--- src/rtl/chain_seq_pkg.sv ---
package chain_seq_pkg;
   typedef enum logic [3:0] {
      ST_IDLE, ST_WAIT, ST_FETCH, ST_CHECK, ST_START,
      ST_RUN, ST_WB, ST_NOTE, ST_ERR
   } chan_state_t;

   localparam int unsigned DESC_WORDS  = 8;
   localparam int unsigned FETCH_WORDS = 7;

   // word order inside a descriptor (neighbours decode this layout)
   localparam int unsigned W_NEXT = 0;
   localparam int unsigned W_CTLA = 1;
   localparam int unsigned W_CTLB = 2;
   localparam int unsigned W_SRC  = 3;
   localparam int unsigned W_DST  = 4;
   localparam int unsigned W_LEN  = 5;
   localparam int unsigned W_KEY  = 6;
   localparam int unsigned W_STAT = 7;

   // control A bit positions
   localparam int unsigned CA_IRQ    = 0;
   localparam int unsigned CA_DEC    = 1;
   localparam int unsigned CA_CHAIN  = 2;
   localparam int unsigned CA_CIPHER = 5;
   localparam int unsigned CA_HWKEY  = 10;
   localparam int unsigned CA_PAYKEY = 11;

   // channel status layout
   localparam int unsigned SC_CODE_LSB   = 16;
   localparam int unsigned SC_FLAG_SETUP = 2;
   localparam int unsigned SC_FLAG_PKT   = 3;
   localparam logic [3:0]  CODE_NONE     = 4'd0;
   localparam logic [3:0]  CODE_NEXT0    = 4'd1;
   localparam logic [3:0]  CODE_BADMODE  = 4'd5;
endpackage

--- src/rtl/chain_seq_sema.sv ---
module chain_seq_sema #(
   parameter int unsigned SEMA_W = 8
) (
   input  logic              clk,
   input  logic              rst_n,
   input  logic              add_en,
   input  logic [SEMA_W-1:0] add_val,
   input  logic              dec_en,
   output logic [SEMA_W-1:0] count
);
   localparam logic [SEMA_W:0] SAT = {1'b0, {SEMA_W{1'b1}}};

   logic [SEMA_W:0]   sum;
   logic [SEMA_W-1:0] capped;
   logic [SEMA_W-1:0] nxt;

   always_comb begin
      sum    = {1'b0, count} + (add_en ? {1'b0, add_val} : '0);
      capped = (sum > SAT) ? SAT[SEMA_W-1:0] : sum[SEMA_W-1:0];
      nxt    = (dec_en && capped != '0) ? capped - 1'b1 : capped;
   end

   always_ff @(posedge clk or negedge rst_n) begin
      if (!rst_n) count <= '0;
      else        count <= nxt;
   end
endmodule

--- src/rtl/chain_seq_desc_regs.sv ---
module chain_seq_desc_regs #(
   parameter int unsigned DATA_W = 32,
   parameter int unsigned NWORDS = 7,
   parameter int unsigned IDX_W  = 3
) (
   input  logic                          clk,
   input  logic                          rst_n,
   input  logic                          cap_en,
   input  logic [IDX_W-1:0]              cap_idx,
   input  logic [DATA_W-1:0]             cap_data,
   output logic [NWORDS-1:0][DATA_W-1:0] words
);
   for (genvar g = 0; g < NWORDS; g++) begin : g_word
      always_ff @(posedge clk or negedge rst_n) begin
         if (!rst_n)
            words[g] <= '0;
         else if (cap_en && cap_idx == IDX_W'(g))
            words[g] <= cap_data;
      end
   end
endmodule

--- src/rtl/chain_seq_validate.sv ---
module chain_seq_validate
   import chain_seq_pkg::*;
#(
   parameter int unsigned DATA_W    = 32,
   parameter int unsigned BLK_BYTES = 16
) (
   input  logic              cipher_on,
   input  logic              hw_key,
   input  logic              pay_key,
   input  logic              chain_on,
   input  logic [DATA_W-1:0] next_ptr,
   input  logic [DATA_W-1:0] byte_len,
   output logic              err,
   output logic [DATA_W-1:0] err_word
);
   logic       misalign;
   logic [3:0] code;

   if (BLK_BYTES <= 1) begin : g_noalign
      logic unused_len;
      assign unused_len = ^byte_len;
      assign misalign   = 1'b0;
   end else begin : g_align
      assign misalign = (byte_len & DATA_W'(BLK_BYTES - 1)) != '0;
   end

   always_comb begin
      if (cipher_on && hw_key && pay_key)   code = CODE_BADMODE;
      else if (chain_on && next_ptr == '0)  code = CODE_NEXT0;
      else                                  code = CODE_NONE;
      err_word = '0;
      err_word[SC_CODE_LSB +: 4] = code;
      err_word[SC_FLAG_SETUP]    = misalign;
      err = misalign || (code != CODE_NONE);
   end
endmodule

--- src/rtl/chain_chan_seq.sv ---
module chain_chan_seq
   import chain_seq_pkg::*;
#(
   parameter int unsigned ADDR_W    = 32,
   parameter int unsigned DATA_W    = 32,
   parameter int unsigned SEMA_W    = 8,
   parameter int unsigned BLK_BYTES = 16
) (
   input  logic              clk,
   input  logic              rst_n,
   input  logic              ptr_wr_en,
   input  logic [ADDR_W-1:0] ptr_wr_addr,
   input  logic              sema_wr_en,
   input  logic [SEMA_W-1:0] sema_wr_val,
   output logic              mem_req,
   output logic              mem_we,
   output logic [ADDR_W-1:0] mem_addr,
   output logic [DATA_W-1:0] mem_wdata,
   input  logic              mem_gnt,
   input  logic [DATA_W-1:0] mem_rdata,
   output logic              eng_start,
   output logic [DATA_W-1:0] eng_ctrl0,
   output logic [DATA_W-1:0] eng_ctrl1,
   output logic [DATA_W-1:0] eng_src,
   output logic [DATA_W-1:0] eng_dst,
   output logic [DATA_W-1:0] eng_len,
   output logic [DATA_W-1:0] eng_key_ptr,
   input  logic              eng_done,
   input  logic              eng_fail,
   output logic              irq,
   output logic              busy,
   output logic [SEMA_W-1:0] sema_count,
   output logic [DATA_W-1:0] chan_status
);
   localparam int unsigned WORD_BYTES = DATA_W / 8;
   localparam int unsigned IDX_W      = $clog2(DESC_WORDS);
   localparam logic [ADDR_W-1:0] STAT_OFS = ADDR_W'(W_STAT * WORD_BYTES);
   localparam logic [IDX_W-1:0]  LAST_IDX = IDX_W'(FETCH_WORDS - 1);

   if (DATA_W < 20 || DATA_W % 8 != 0) begin : g_bad_data_w
      $error("DATA_W must be a byte multiple of at least 20 bits");
   end
   if (ADDR_W > DATA_W) begin : g_bad_addr_w
      $error("ADDR_W must not exceed DATA_W");
   end
   if (SEMA_W < 1) begin : g_bad_sema_w
      $error("SEMA_W must be at least 1");
   end
   if ((BLK_BYTES & (BLK_BYTES - 1)) != 0) begin : g_bad_blk
      $error("BLK_BYTES must be a power of two");
   end

   chan_state_t                    state;
   logic [ADDR_W-1:0]              ptr;
   logic [IDX_W-1:0]               idx;
   logic [FETCH_WORDS-1:0][DATA_W-1:0] words;
   logic                           chk_err;
   logic [DATA_W-1:0]              chk_word;
   logic                           sema_dec;
   logic                           ptr_take;
   logic [DATA_W-1:0]              pkt_err_word;

   chain_seq_sema #(.SEMA_W(SEMA_W)) sema_i (
      .clk     (clk),
      .rst_n   (rst_n),
      .add_en  (sema_wr_en),
      .add_val (sema_wr_val),
      .dec_en  (sema_dec),
      .count   (sema_count)
   );

   chain_seq_desc_regs #(.DATA_W(DATA_W), .NWORDS(FETCH_WORDS), .IDX_W(IDX_W)) regs_i (
      .clk      (clk),
      .rst_n    (rst_n),
      .cap_en   (state == ST_FETCH && mem_gnt),
      .cap_idx  (idx),
      .cap_data (mem_rdata),
      .words    (words)
   );

   chain_seq_validate #(.DATA_W(DATA_W), .BLK_BYTES(BLK_BYTES)) val_i (
      .cipher_on (words[W_CTLA][CA_CIPHER]),
      .hw_key    (words[W_CTLA][CA_HWKEY]),
      .pay_key   (words[W_CTLA][CA_PAYKEY]),
      .chain_on  (words[W_CTLA][CA_CHAIN]),
      .next_ptr  (words[W_NEXT]),
      .byte_len  (words[W_LEN]),
      .err       (chk_err),
      .err_word  (chk_word)
   );

   always_comb begin
      pkt_err_word = '0;
      pkt_err_word[SC_FLAG_PKT] = 1'b1;
   end

   assign ptr_take  = ptr_wr_en && (state == ST_IDLE || state == ST_WAIT);
   assign sema_dec  = (state == ST_NOTE) && words[W_CTLA][CA_DEC];
   assign mem_req   = (state == ST_FETCH) || (state == ST_WB);
   assign mem_we    = (state == ST_WB);
   assign mem_addr  = (state == ST_WB) ? ptr + STAT_OFS
                                       : ptr + ADDR_W'(idx) * ADDR_W'(WORD_BYTES);
   assign mem_wdata = (state == ST_WB) ? DATA_W'(1) : '0;
   assign eng_start = (state == ST_START);
   assign irq       = (state == ST_ERR) ||
                      ((state == ST_NOTE) && words[W_CTLA][CA_IRQ]);
   assign busy      = (state != ST_IDLE);

   assign eng_ctrl0   = words[W_CTLA];
   assign eng_ctrl1   = words[W_CTLB];
   assign eng_src     = words[W_SRC];
   assign eng_dst     = words[W_DST];
   assign eng_len     = words[W_LEN];
   assign eng_key_ptr = words[W_KEY];

   always_ff @(posedge clk or negedge rst_n) begin
      if (!rst_n) begin
         state       <= ST_IDLE;
         ptr         <= '0;
         idx         <= '0;
         chan_status <= '0;
      end else if (ptr_take) begin
         ptr         <= ptr_wr_addr;
         chan_status <= '0;
         state       <= ST_WAIT;
      end else begin
         unique case (state)
            ST_IDLE: state <= ST_IDLE;
            ST_WAIT: begin
               if (sema_count != '0) begin
                  idx   <= '0;
                  state <= ST_FETCH;
               end
            end
            ST_FETCH: begin
               if (mem_gnt) begin
                  if (idx == LAST_IDX) state <= ST_CHECK;
                  else                 idx   <= idx + 1'b1;
               end
            end
            ST_CHECK: begin
               if (chk_err) begin
                  chan_status <= chk_word;
                  state       <= ST_ERR;
               end else begin
                  state <= ST_START;
               end
            end
            ST_START: state <= ST_RUN;
            ST_RUN: begin
               if (eng_done) begin
                  if (eng_fail) begin
                     chan_status <= pkt_err_word;
                     state       <= ST_ERR;
                  end else begin
                     state <= ST_WB;
                  end
               end
            end
            ST_WB: if (mem_gnt) state <= ST_NOTE;
            ST_NOTE: begin
               if (words[W_CTLA][CA_CHAIN]) begin
                  ptr   <= words[W_NEXT][ADDR_W-1:0];
                  state <= ST_WAIT;
               end else begin
                  state <= ST_IDLE;
               end
            end
            ST_ERR:  state <= ST_IDLE;
            default: state <= ST_IDLE;
         endcase
      end
   end
endmodule

--- config.mk ---
export PLATFORM = sky130hd
export DESIGN_NAME = chain_chan_seq
export DESIGN_NICKNAME = d
export VERILOG_FILES = /design/src/rtl/chain_seq_pkg.sv /design/src/rtl/chain_seq_sema.sv /design/src/rtl/chain_seq_desc_regs.sv /design/src/rtl/chain_seq_validate.sv /design/src/rtl/chain_chan_seq.sv
export SDC_FILE = /design/constraint.sdc
export NUM_CORES = 1
export LEC_CHECK = 0
export BUFFER_PORTS_ARGS = -buffer_cell sky130_fd_sc_hd__buf_2
export CAP_MARGIN = 10
export CELL_PAD_IN_SITES_DETAIL_PLACEMENT = 1
export CELL_PAD_IN_SITES_GLOBAL_PLACEMENT = 1
export CORE_MARGIN = 2
export CORE_UTILIZATION = 42
export CTS_BUF_LIST = sky130_fd_sc_hd__clkbuf_16
export DETAILED_ROUTE_END_ITERATION = 10
export PLACE_DENSITY = 0.83
export SETUP_SLACK_MARGIN = 0.4
export SLEW_MARGIN = 25
export SYNTH_ARGS = -nofsm -noshare
export SYNTH_HDL_FRONTEND = slang
export SYNTH_SLANG_ARGS = --single-unit
export TNS_END_PERCENT = 50
--- constraint.sdc ---
create_clock -name clk -period 3.6 [get_ports clk]
set_clock_uncertainty 0.2 [all_clocks]
set_input_delay 0.72 -clock clk [delete_from_list [all_inputs] [get_ports clk]]
set_output_delay 0.72 -clock clk [all_outputs]
set_load 0.005 [all_outputs]
# Yosys cells after proc, flatten, opt, wreduce, memory -nomap -nowiden
# Index checks and enable logic that the tools add are counted.
# word_totals
register_bits,303
word_cells,107
# op_classes
addsub,5
magnitude_cmp,1
n_mux,29
n_bitwise,1
eq_ne,24
reduce_logical,35
# ops
cell,n
32-bit 2-to-1 mux,8
32-bit case mux with 2 select lines,1
32-bit by 5-bit adder with 32-bit output,1
"32-bit by 5-bit adder with 32-bit output, second input constant",1
32-bit logical NOT,1
4-bit 2-to-1 mux,8
32-bit nonzero test,1
4-bit case mux with 7 select lines,1
8-bit 2-to-1 mux,3
"4-bit by 3-bit equality test with 1-bit output, second input constant",4
8-bit nonzero test,2
1-bit logical AND,15
3-bit 2-to-1 mux,4
"3-bit != test, second input constant",4
5-bit AND reduction,2
8-bit by 9-bit adder with 9-bit output,1
"3-bit equality test, second input constant",3
"9-bit by 8-bit > comparator with 1-bit output, second input constant",1
"4-bit by 2-bit equality test with 1-bit output, second input constant",2
4-bit nonzero test,2
"8-bit by 1-bit subtractor with 8-bit output, second input constant",1
"3-bit by 2-bit equality test with 1-bit output, second input constant",2
"3-bit by 2-bit != test with 1-bit output, second input constant",2
3-bit case mux with 2 select lines,1
16 further kinds,24

# Longest topological paths before layout
# Gate-level depths: netlist of the first run.
# logic_depth
word_depth,9
ltp_mapped,14

# Hierarchy
# Synthesis of the first run repeated with hierarchy kept, for this count alone.
# unflattened
hier_cells,1109
area_unflattened_um2,14056.0
# by_module_without_submodules
mod,area_per_inst_um2,cells_per_inst,seq_area_each_um2,instances
chain_seq_desc_regs,8378.0,483,5605.4,1
chain_chan_seq,4414.2,473,1776.7,1
chain_seq_sema,925.9,105,200.2,1
chain_seq_validate,337.8,48,0.0,1

# Worst setup path after synthesis of the first run
# OpenSTA, ideal clock, no wires.
# synth_path
path_type,input to register
start,in sema_wr_val[0]
end,reg sema_i.count[6]
arrival_time_ns,3.148
path_stages,13
path_slack_ns,0.148
path_cell_list,and2_1 -> ha_1 -> fa_1 -> a211oi_2 -> or2_1 -> a21oi_2 -> nor2_1 -> ha_1 -> inv_1 -> or2_1 -> nor3_1 -> nand3_1 -> o311ai_1
# synth_between
elab_chain_len,7
elab_cells_between_ends,8
# synth_lines
element,line_no,source
"start, declared",chain_chan_seq.sv:14,"input logic [SEMA_W-1:0] sema_wr_val,"
8-bit 2-to-1 mux (*),chain_seq_sema.sv:18,"sum = {1'b0, count} + (add_en ? {1'b0, add_val} : '0);"
8-bit by 9-bit adder with 9-bit output (*),chain_seq_sema.sv:18,
9-bit by 8-bit > comparator with 1-bit output,chain_seq_sema.sv:19,capped = (sum > SAT) ? SAT[SEMA_W-1:0] : sum[SEMA_W-1:0];
8-bit 2-to-1 mux (*),chain_seq_sema.sv:19,
branches (longest 2 deep; another with 8-bit by 1-bit subtractor with 8-bit output),-,
8-bit 2-to-1 mux (*),chain_seq_sema.sv:20,nxt = (dec_en && capped != '0) ? capped - 1'b1 : capped;
via sema_i.nxt[6],chain_seq_sema.sv:15,logic [SEMA_W-1:0] nxt;
"end signal, assigned",chain_seq_sema.sv:25,else count <= nxt;
"end, declared",chain_seq_sema.sv:9,output logic [SEMA_W-1:0] count
# Mark *: on every way through the listed nets, which the timed path passes.
# A chain may end at the register's enable or synchronous reset.

# Worst setup path in the final report of the first run
# layout_path
start,reg state[3]
end,out mem_addr[20]
# layout_between
elab_chain_len,2
# layout_lines
element,line_no,source
"start, declared",chain_chan_seq.sv:53,chan_state_t state;
"start signal, assigned",chain_chan_seq.sv:118,state <= ST_IDLE;
"start signal, assigned",chain_chan_seq.sv:125,state <= ST_WAIT;
"start signal, assigned",chain_chan_seq.sv:128,ST_IDLE: state <= ST_IDLE;
4-bit by 3-bit equality test with 1-bit output,chain_chan_seq.sv:101,assign mem_addr = (state == ST_WB) ? ptr + STAT_OFS
32-bit 2-to-1 mux,chain_chan_seq.sv:101,
"end, declared",chain_chan_seq.sv:17,"output logic [ADDR_W-1:0] mem_addr,"
# No other way between the ends.

==> reports/qor.txt, run 1 <==
Top delay family on crit path - simple AND/OR/NAND/NOR gates
Peak VDD IR - 0.4230 mV
Highest Clock Rate - 283.3 MHz
worst-margin pin slew - 0.7462 ns
Cell Area, Synth - 13980 um^2
CTS Buffer Depth - 3
Reg clk slew, reported paths - 0.06 ns
Post-synth ARST share - 100.0%
pre-CTS setup slack - -0.03154 ns
WS Path Type - register to output pin
TritonCTS sink count - 275
critical path's largest stage delay - 0.39 ns
Max-Cap Viols - 0
Netlist cell types - 64
fin crit share - 98.06%
Clock Tree Root - clkbuf_16
CP max FO - 5
Routed Antenna Nets - 0
H-tree Lvls - 1
nature of the critical path endpoint - output pin
CP Cell Sequence - inv_2 -> nand2_4 -> o21ai_2 -> ha_2 -> fa_2 -> a21o_4 -> and3_4 -> nand4_1 -> xnor2_1 -> buf_2
die area - 34770 um^2
Chip Height - 186.5 um
WP data arrival - 2.61 ns
1st-pass router iterations - 4
setup TNS - 0 ns
Syn. warnings - 0
final worst slack - 0.06969 ns
number of buffers and inverters on the critical path - 2
Most used DFF post-synth - dfrtp_1
initial DRC count - 397
Area growth syn-to-layout - 12.70%
Pwr Density - 653.2 nW/um^2
Final Critical Period - 3.530 ns
sequential area share after synthesis - 49.21%
CTS Buf Count - 30
met3 wire length - 2485 um
leakage power figure - 0.008428 uW
initial antenna violation count - 4
post-synth top area cell - dfrtp_1
outcome - completed
Die X - 186.5 um
Fillers - 3573
Avg Vias per Cell - 5.029
Buffers on Ports - 320
Synth top area share - 49.21%
setup violators final - 0
register area - 6883 um^2
CP max stage cell - dfrtp_1
Mapped Cells - 1164
total gr overflow - 0
Starting Density - 42.76%
area occupied by multi-input gates - 5419 um^2
row cnt - 66
fraction of layout cells with a size suffix above 1 - 49.07%
placed cell area - 14610 um^2
clk_lat worst skew - 0.55 ns
met2 wire len - 18920 um
vias in the first global route - 9612
Ports - 380
DRC - 0
largest net degree at the start of global routing - 114
detailed-route wire length - 37710 um
Post-Syn Area per Cell - 12.01 um^2
CTS tree - done
Hold Crit Class - input pin to register
Yosys reg bits - 275
Power Total - 10290 uW
ranking of synthesized cells by area - dfrtp_1 (49%), mux2_2 (17%), buf_4 (14%)
final non-filler cell area - 15760 um^2
DRT met1 WL - 15220 um
total global-route track usage - 21.26%
worst path required time - 2.68 ns
Worst setup SP type - register
Final Hold Viols - 0
fin util - 48.19%
RSZ-0062 raised after global routing - yes
Final Wtd Congestion - 0.8241
most frequent cells after synthesis - dfrtp_1 (275), buf_4 (254), mux2_2 (206), nor2_1 (56), a21oi_1 (42)
core area - 32700 um^2
routed wire length per instance - 21.11 um
first-pass GRT wire length - 58030 um
max_slew headroom - 49.81%
final net count - 1421
Slew Limit Fails - 0
uppermost layer routed - met5
Final HPWL DP - 26750 um
Post-synth EDFFs - 0
most common cell in the netlist - dfrtp_1
Vias - 8981
==> logic make-up after synthesis <==
family                     synth area share [%]
buffers and inverters                     15.18
DFF                                       49.21
muxes                                     20.47
and+or+nand+nor                           6.747
AOI/OAI and AO/OA                         4.268
xor gates and xnor gates                  2.192
adders and majority gates                 1.897
other                                   0.02682
==> sequential cells by signal (all words and copies together), names as in the netlist <==
name / count
regs_i.words: 224
ptr: 32
sema_i.count: 8
chan_status: 4
state: 4
idx: 3
==> per-stage QoR <==
| step | instances | hold slack [ns] |
|---|---|---|
| after floorplan | 1222 | 0.2244 |
| after global placement | 1722 | 0.2683 |
| after detailed placement | 1722 | 0.2754 |
| after CTS | 1783 | 0.2503 |
| after global routing | 1786 | 0.2770 |
| final | 1786 | 0.2703 |
==> final cells by class <==
type	count	area share [%]
Inverter	12	0.2858
Timing Repair Buffer	357	12.43
Clock inverter	22	0.7781
Multi-Input combinational cell	646	34.39
Clock buffer	31	4.923
Antenna cell	1	0.01588
Tap cell	442	3.509
Sequential cell	275	43.68
==> tightest hold or removal path: stages <==
cell and delay (ns):
buf_2 0.07, mux2i_1 0.06, a21oi_1 0.13
==> repair_timing <==
| action | in CTS | in global routing |
|---|---|---|
| hold buffers | 1 | 0 |
| setup endpoints to repair | 27 | 28 |
| buffers inserted | 7 | 2 |
| pin swaps | 11 | 22 |
| endpoints found under the hold margin | 18 | 0 |
| gates resized for setup | 32 | 11 |
==> where the power goes <==
group / internal (uW) / switching [uW]
Sequential: 3660 / 569
Clock: 1610 / 1220
Combinational: 1470 / 1760
==> placed cells by master, fill, tap and decap left out, types with 6 or more instances in the layout <==
cell,n
ha_1,16
buf_4,30
nand4_1,8
dfrtp_1,274
conb_1,59
xor2_1,11
a21oi_1,41
inv_1,17
xnor2_1,18
clkinv_1,7
nand2_1,28
and3_1,6
nand3_1,14
mux2_1,18
mux2i_1,34
mux2_2,206
xnor2_2,6
buf_2,319
and2_1,10
nor4_1,11
nand2_2,8
o21ai_0,9
nor2_1,52
clkbuf_16,31
==> worst paths after layout <==
kind | from | to | slack [ns] | cells past startpoint
hold / removal | ptr_wr_addr[0] | ptr[0] | 0.27 | 3
setup / recovery | state[3] | mem_addr[20] | 0.07 | 10
min in group asynchronous | rst_n | regs_i.words[100] | 0.58 | 3
setup reg to reg | sema_i.count[0] | sema_i.count[6] | 0.48 | 13
hold reg to reg | regs_i.words[192] | regs_i.words[192] | 0.29 | 1
max in group asynchronous | rst_n | ptr[20] | 2.04 | 3
==> layer usage <==
layer | global-route usage, % | up-vias
li1 | - | 4041
met1 | 26.31 | 4573
met2 | 37.18 | 293
met3 | 5.134 | 68
met4 | 5.708 | 6
met5 | 0 | -
Power figures use the tool's default switching activity.
==> run 2, diff against run 1 <==
--- a/config.mk
+++ b/config.mk
@@ -5,15 +5,16 @@
 export SDC_FILE = /design/constraint.sdc
 export NUM_CORES = 1
 export LEC_CHECK = 0
+export ABC_AREA = 1
 export BUFFER_PORTS_ARGS = -buffer_cell sky130_fd_sc_hd__buf_2
 export CAP_MARGIN = 10
 export CELL_PAD_IN_SITES_DETAIL_PLACEMENT = 1
 export CELL_PAD_IN_SITES_GLOBAL_PLACEMENT = 1
 export CORE_MARGIN = 2
-export CORE_UTILIZATION = 42
+export CORE_UTILIZATION = 39
 export CTS_BUF_LIST = sky130_fd_sc_hd__clkbuf_16
 export DETAILED_ROUTE_END_ITERATION = 10
-export PLACE_DENSITY = 0.83
+export PLACE_DENSITY = 0.82
 export SETUP_SLACK_MARGIN = 0.4
 export SLEW_MARGIN = 25
 export SYNTH_ARGS = -nofsm -noshare
==> run 2 against run 1 <==
Net effect:
- the run now ends with negative setup slack left
- setup slack lost 0.30 ns
- synthesized cell count rose by 39%
- combinational power is 22% higher
- sequential share of layout area about the same
- wire length rose by 14%
- final cell count grew 26%
- critical path type unchanged
- utilization fell by 3.8 points
- die area up 7.7%
==> reports/qor.txt, run 2 <==
Regs by FF count - regs_i.words x224, ptr x32, sema_i.count x8
TritonCTS sink count - 275 (unchanged)
max_slew headroom - 32.87% (-17 points)
1st-pass router iterations - 5 (+1)
CP Cell Sequence - nor2_4 -> nand2_4 -> nor2_4 -> inv_4 -> nand2_4 -> ha_4 -> fa_2 -> nand2_2 -> a21boi_4 -> nand3_4 -> nor3_4 -> nand4_1 -> buf_4 -> xor2_1 -> buf_2
Cell Area, Synth - 14010 um^2 (+0.21%)
Area growth syn-to-layout - 12.47%
post-synth top area cell - dfrtp_1
total gr overflow - 0 (unchanged)
Synth top area share - 49.11% (-0.10 points)
setup violators final - 19 (+19)
WS Path Type - register to output pin
sequential area share after synthesis - 49.11% (-0.10 points)
setup TNS - -2.455 ns (-2.455 ns)
row cnt - 69 (+4.5%)
xor and xnor area share after synthesis - 1.875% (-0.32 points)
commonest non-fill, non-tap cell in the layout - nand2_1
Starting Density - 39.49% (-3.3 points)
violations in the final reports - negative setup slack
Pwr Density - 736.2 nW/um^2 (+13%)
Max-Cap Viols - 0 (unchanged)
Final Hold Viols - 0 (unchanged)
vias in the first global route - 11350 (+18%)
initial DRC count - 499 (+26%)
Final Critical Period - 3.832 ns (+0.3016 ns)
fin util - 44.41% (-3.8 points)
Die X - 193.6 um (+3.8%)
CTS Buffer Depth - 3 (unchanged)
CP max stage cell - dfrtp_1
outcome - finished, violations left
Reg clk slew, reported paths - 0.06 ns (about the same)
post-synthesis adder-cell area fraction - 1.893% (-0.0039 points)
Final Wtd Congestion - 0.8671 (+5.2%)
Worst setup SP type - register
detailed-route wire length - 42810 um (+14%)
DRC - 0 (unchanged)
Final HPWL DP - 30360 um (+13%)
ranking of synthesized cells by area - dfrtp_1 (49%), buf_4 (14%), nand2_1 (11%)
die area - 37460 um^2 (+7.7%)
critical path's largest stage delay - 0.41 ns (+0.02 ns)
Chip Height - 193.6 um (+3.8%)
Highest Clock Rate - 261.0 MHz (-7.9%)
CP max FO - 5 (unchanged)
initial antenna violation count - 1 (-3)
Syn. warnings - 0 (unchanged)
routed wire length per instance - 19.06 um (-9.7%)
total global-route track usage - 22.34% (+1.1 points)
worst path required time - 2.68 ns (about the same)
largest net degree at the start of global routing - 87 (-24%)
Slew Limit Fails - 0 (unchanged)
CTS Buf Count - 30 (unchanged)
Post-Layout Cell Count - 2246 (+26%)
core area - 35480 um^2 (+8.5%)
fin crit share - 106.4% (+8.4 points)
most frequent cells in the layout - nand2_1 (401), buf_2 (319), dfrtp_1 (275)
Top reg by flops - regs_i.words
Buffers on Ports - 320 (unchanged)
Post-synth EDFFs - 0 (unchanged)
Hold Crit Class - input pin to register
Top delay family on crit path - simple AND/OR/NAND/NOR gates
Yosys reg bits - 275 (unchanged)
WP data arrival - 2.91 ns (+0.30 ns)
Netlist cell types - 43 (-33%)
Post-Syn Area per Cell - 8.660 um^2 (-28%)
RSZ-0062 raised after global routing - yes
number of flip-flops under the largest register name - 224 (unchanged)
Routed Antenna Nets - 0 (unchanged)
most frequent cells after synthesis - nand2_1 (409), dfrtp_1 (275), buf_4 (256), o21ai_0 (189), inv_1 (110)
largest family of logic cells by synthesized area - simple AND/OR/NAND/NOR gates
Most used DFF post-synth - dfrtp_1
clk_lat worst skew - 0.55 ns (about the same)
final net count - 1861 (+31%)
multiplexer area fraction after synthesis - 0% (-20 points)
worst-margin pin slew - 0.9977 ns (+0.2515 ns)
leakage power figure - 0.008426 uW (about the same)
simple-gate share of the synthesized area - 18.46% (+12 points)
most common cell in the netlist - nand2_1
Ports - 380 (unchanged)
H-tree Lvls - 1 (unchanged)
Post-Place Cells - 2160 (+25%)
fraction of layout cells with a size suffix above 1 - 26.18% (-23 points)
final worst slack - -0.2319 ns (-0.3016 ns)
Peak VDD IR - 0.3356 mV (-21%)
number of buffers and inverters on the critical path - 3 (+1)
Clock Tree Root - clkbuf_16
nature of the critical path endpoint - output pin
Vias - 10900 (+21%)
CTS tree - done
post-synthesis compound-gate area fraction - 10.27% (+6.0 points)
Post-synth ARST share - 100.0% (unchanged)
first-pass GRT wire length - 66290 um (+14%)
Mapped Cells - 1618 (+39%)
Avg Vias per Cell - 4.855 (-3.5%)
-- run 2: routing by layer --
layer	track usage, %	share of wire (%)
met4	6.390	2.4
met1	29.92	45
met5	0	0
met2	36.87	47
met3	4.376	5.6
-- run 2: cell type report --
| class | instances | area [um^2] |
|---|---|---|
| Fill cell | 4262 | 19720 |
| Sequential cell | 275 | 6882 |
| Multi-Input combinational cell | 977 | 4952 |
| Timing Repair Buffer | 364 | 1989 |
| Clock buffer | 31 | 775.7 |
| Tap cell | 461 | 576.8 |
| Inverter | 114 | 432.9 |
| Clock inverter | 23 | 147.6 |
| Antenna cell | 1 | 2.502 |
-- run 2: through the flow --
step	instance area [um^2]	hold slack [ns]	power, uW	setup WS, ns
global route	15760	0.2166	12420	-0.4021
floorplan	14240	0.2244	7448	0.3981
detailed placement	14420	0.2677	8504	0.004868
finish	15760	0.2283	11600	-0.2319
global placement	14420	0.2613	8326	0.1317
CTS	15640	0.1994	11610	-0.2846
-- run 2: cell families after synthesis --
logic type,after synthesis
simple gates,594
xor+xnor,30
other cells,1
flops,275
fa+ha+maj,20
compound gates,274
buf+inv,424
-- run 2: worst paths after layout --
check / to / slack [ns] / from / depth (start not counted)
setup / recovery: mem_addr[22] / -0.23 / state[0] / 15
min in group asynchronous: regs_i.words[140] / 0.55 / rst_n / 2
max in group asynchronous: regs_i.words[121] / 1.83 / rst_n / 3
hold / removal: ptr[0] / 0.23 / ptr_wr_addr[0] / 3
setup reg to reg: sema_i.count[2] / 0.69 / sema_i.count[0] / 17
hold reg to reg: regs_i.words[209] / 0.28 / regs_i.words[209] / 2
-- run 2: where the power goes --
group	leakage, uW	internal (uW)	switching (uW)
clock network	0.000490	1680	1230
logic	0.00427	1590	2360
registers	0.00366	3970	769
-- run 2: repair_timing --
item,CTS,global route
pin swaps,15,18
setup endpoints to repair,29,29
resized for setup,28,8
hold buffers,1,0
setup buffers,20,10
hold endpoints to repair,12,0
-- run 2: worst register-to-register path: stages (launching register included) --
cell     delay [ns]
dfrtp_1        0.42
ha_1           0.25
fa_1           0.41
nand2_1        0.09
nand2_2        0.09
nand2_4        0.09
nor2_4         0.05
nor2_8         0.14
nand2_1        0.12
inv_2          0.11
ha_1           0.15
inv_1          0.05
nor3_2         0.18
nand3_2        0.12
nand2_4        0.15
inv_4          0.07
nand2_1        0.07
nand2_1        0.05
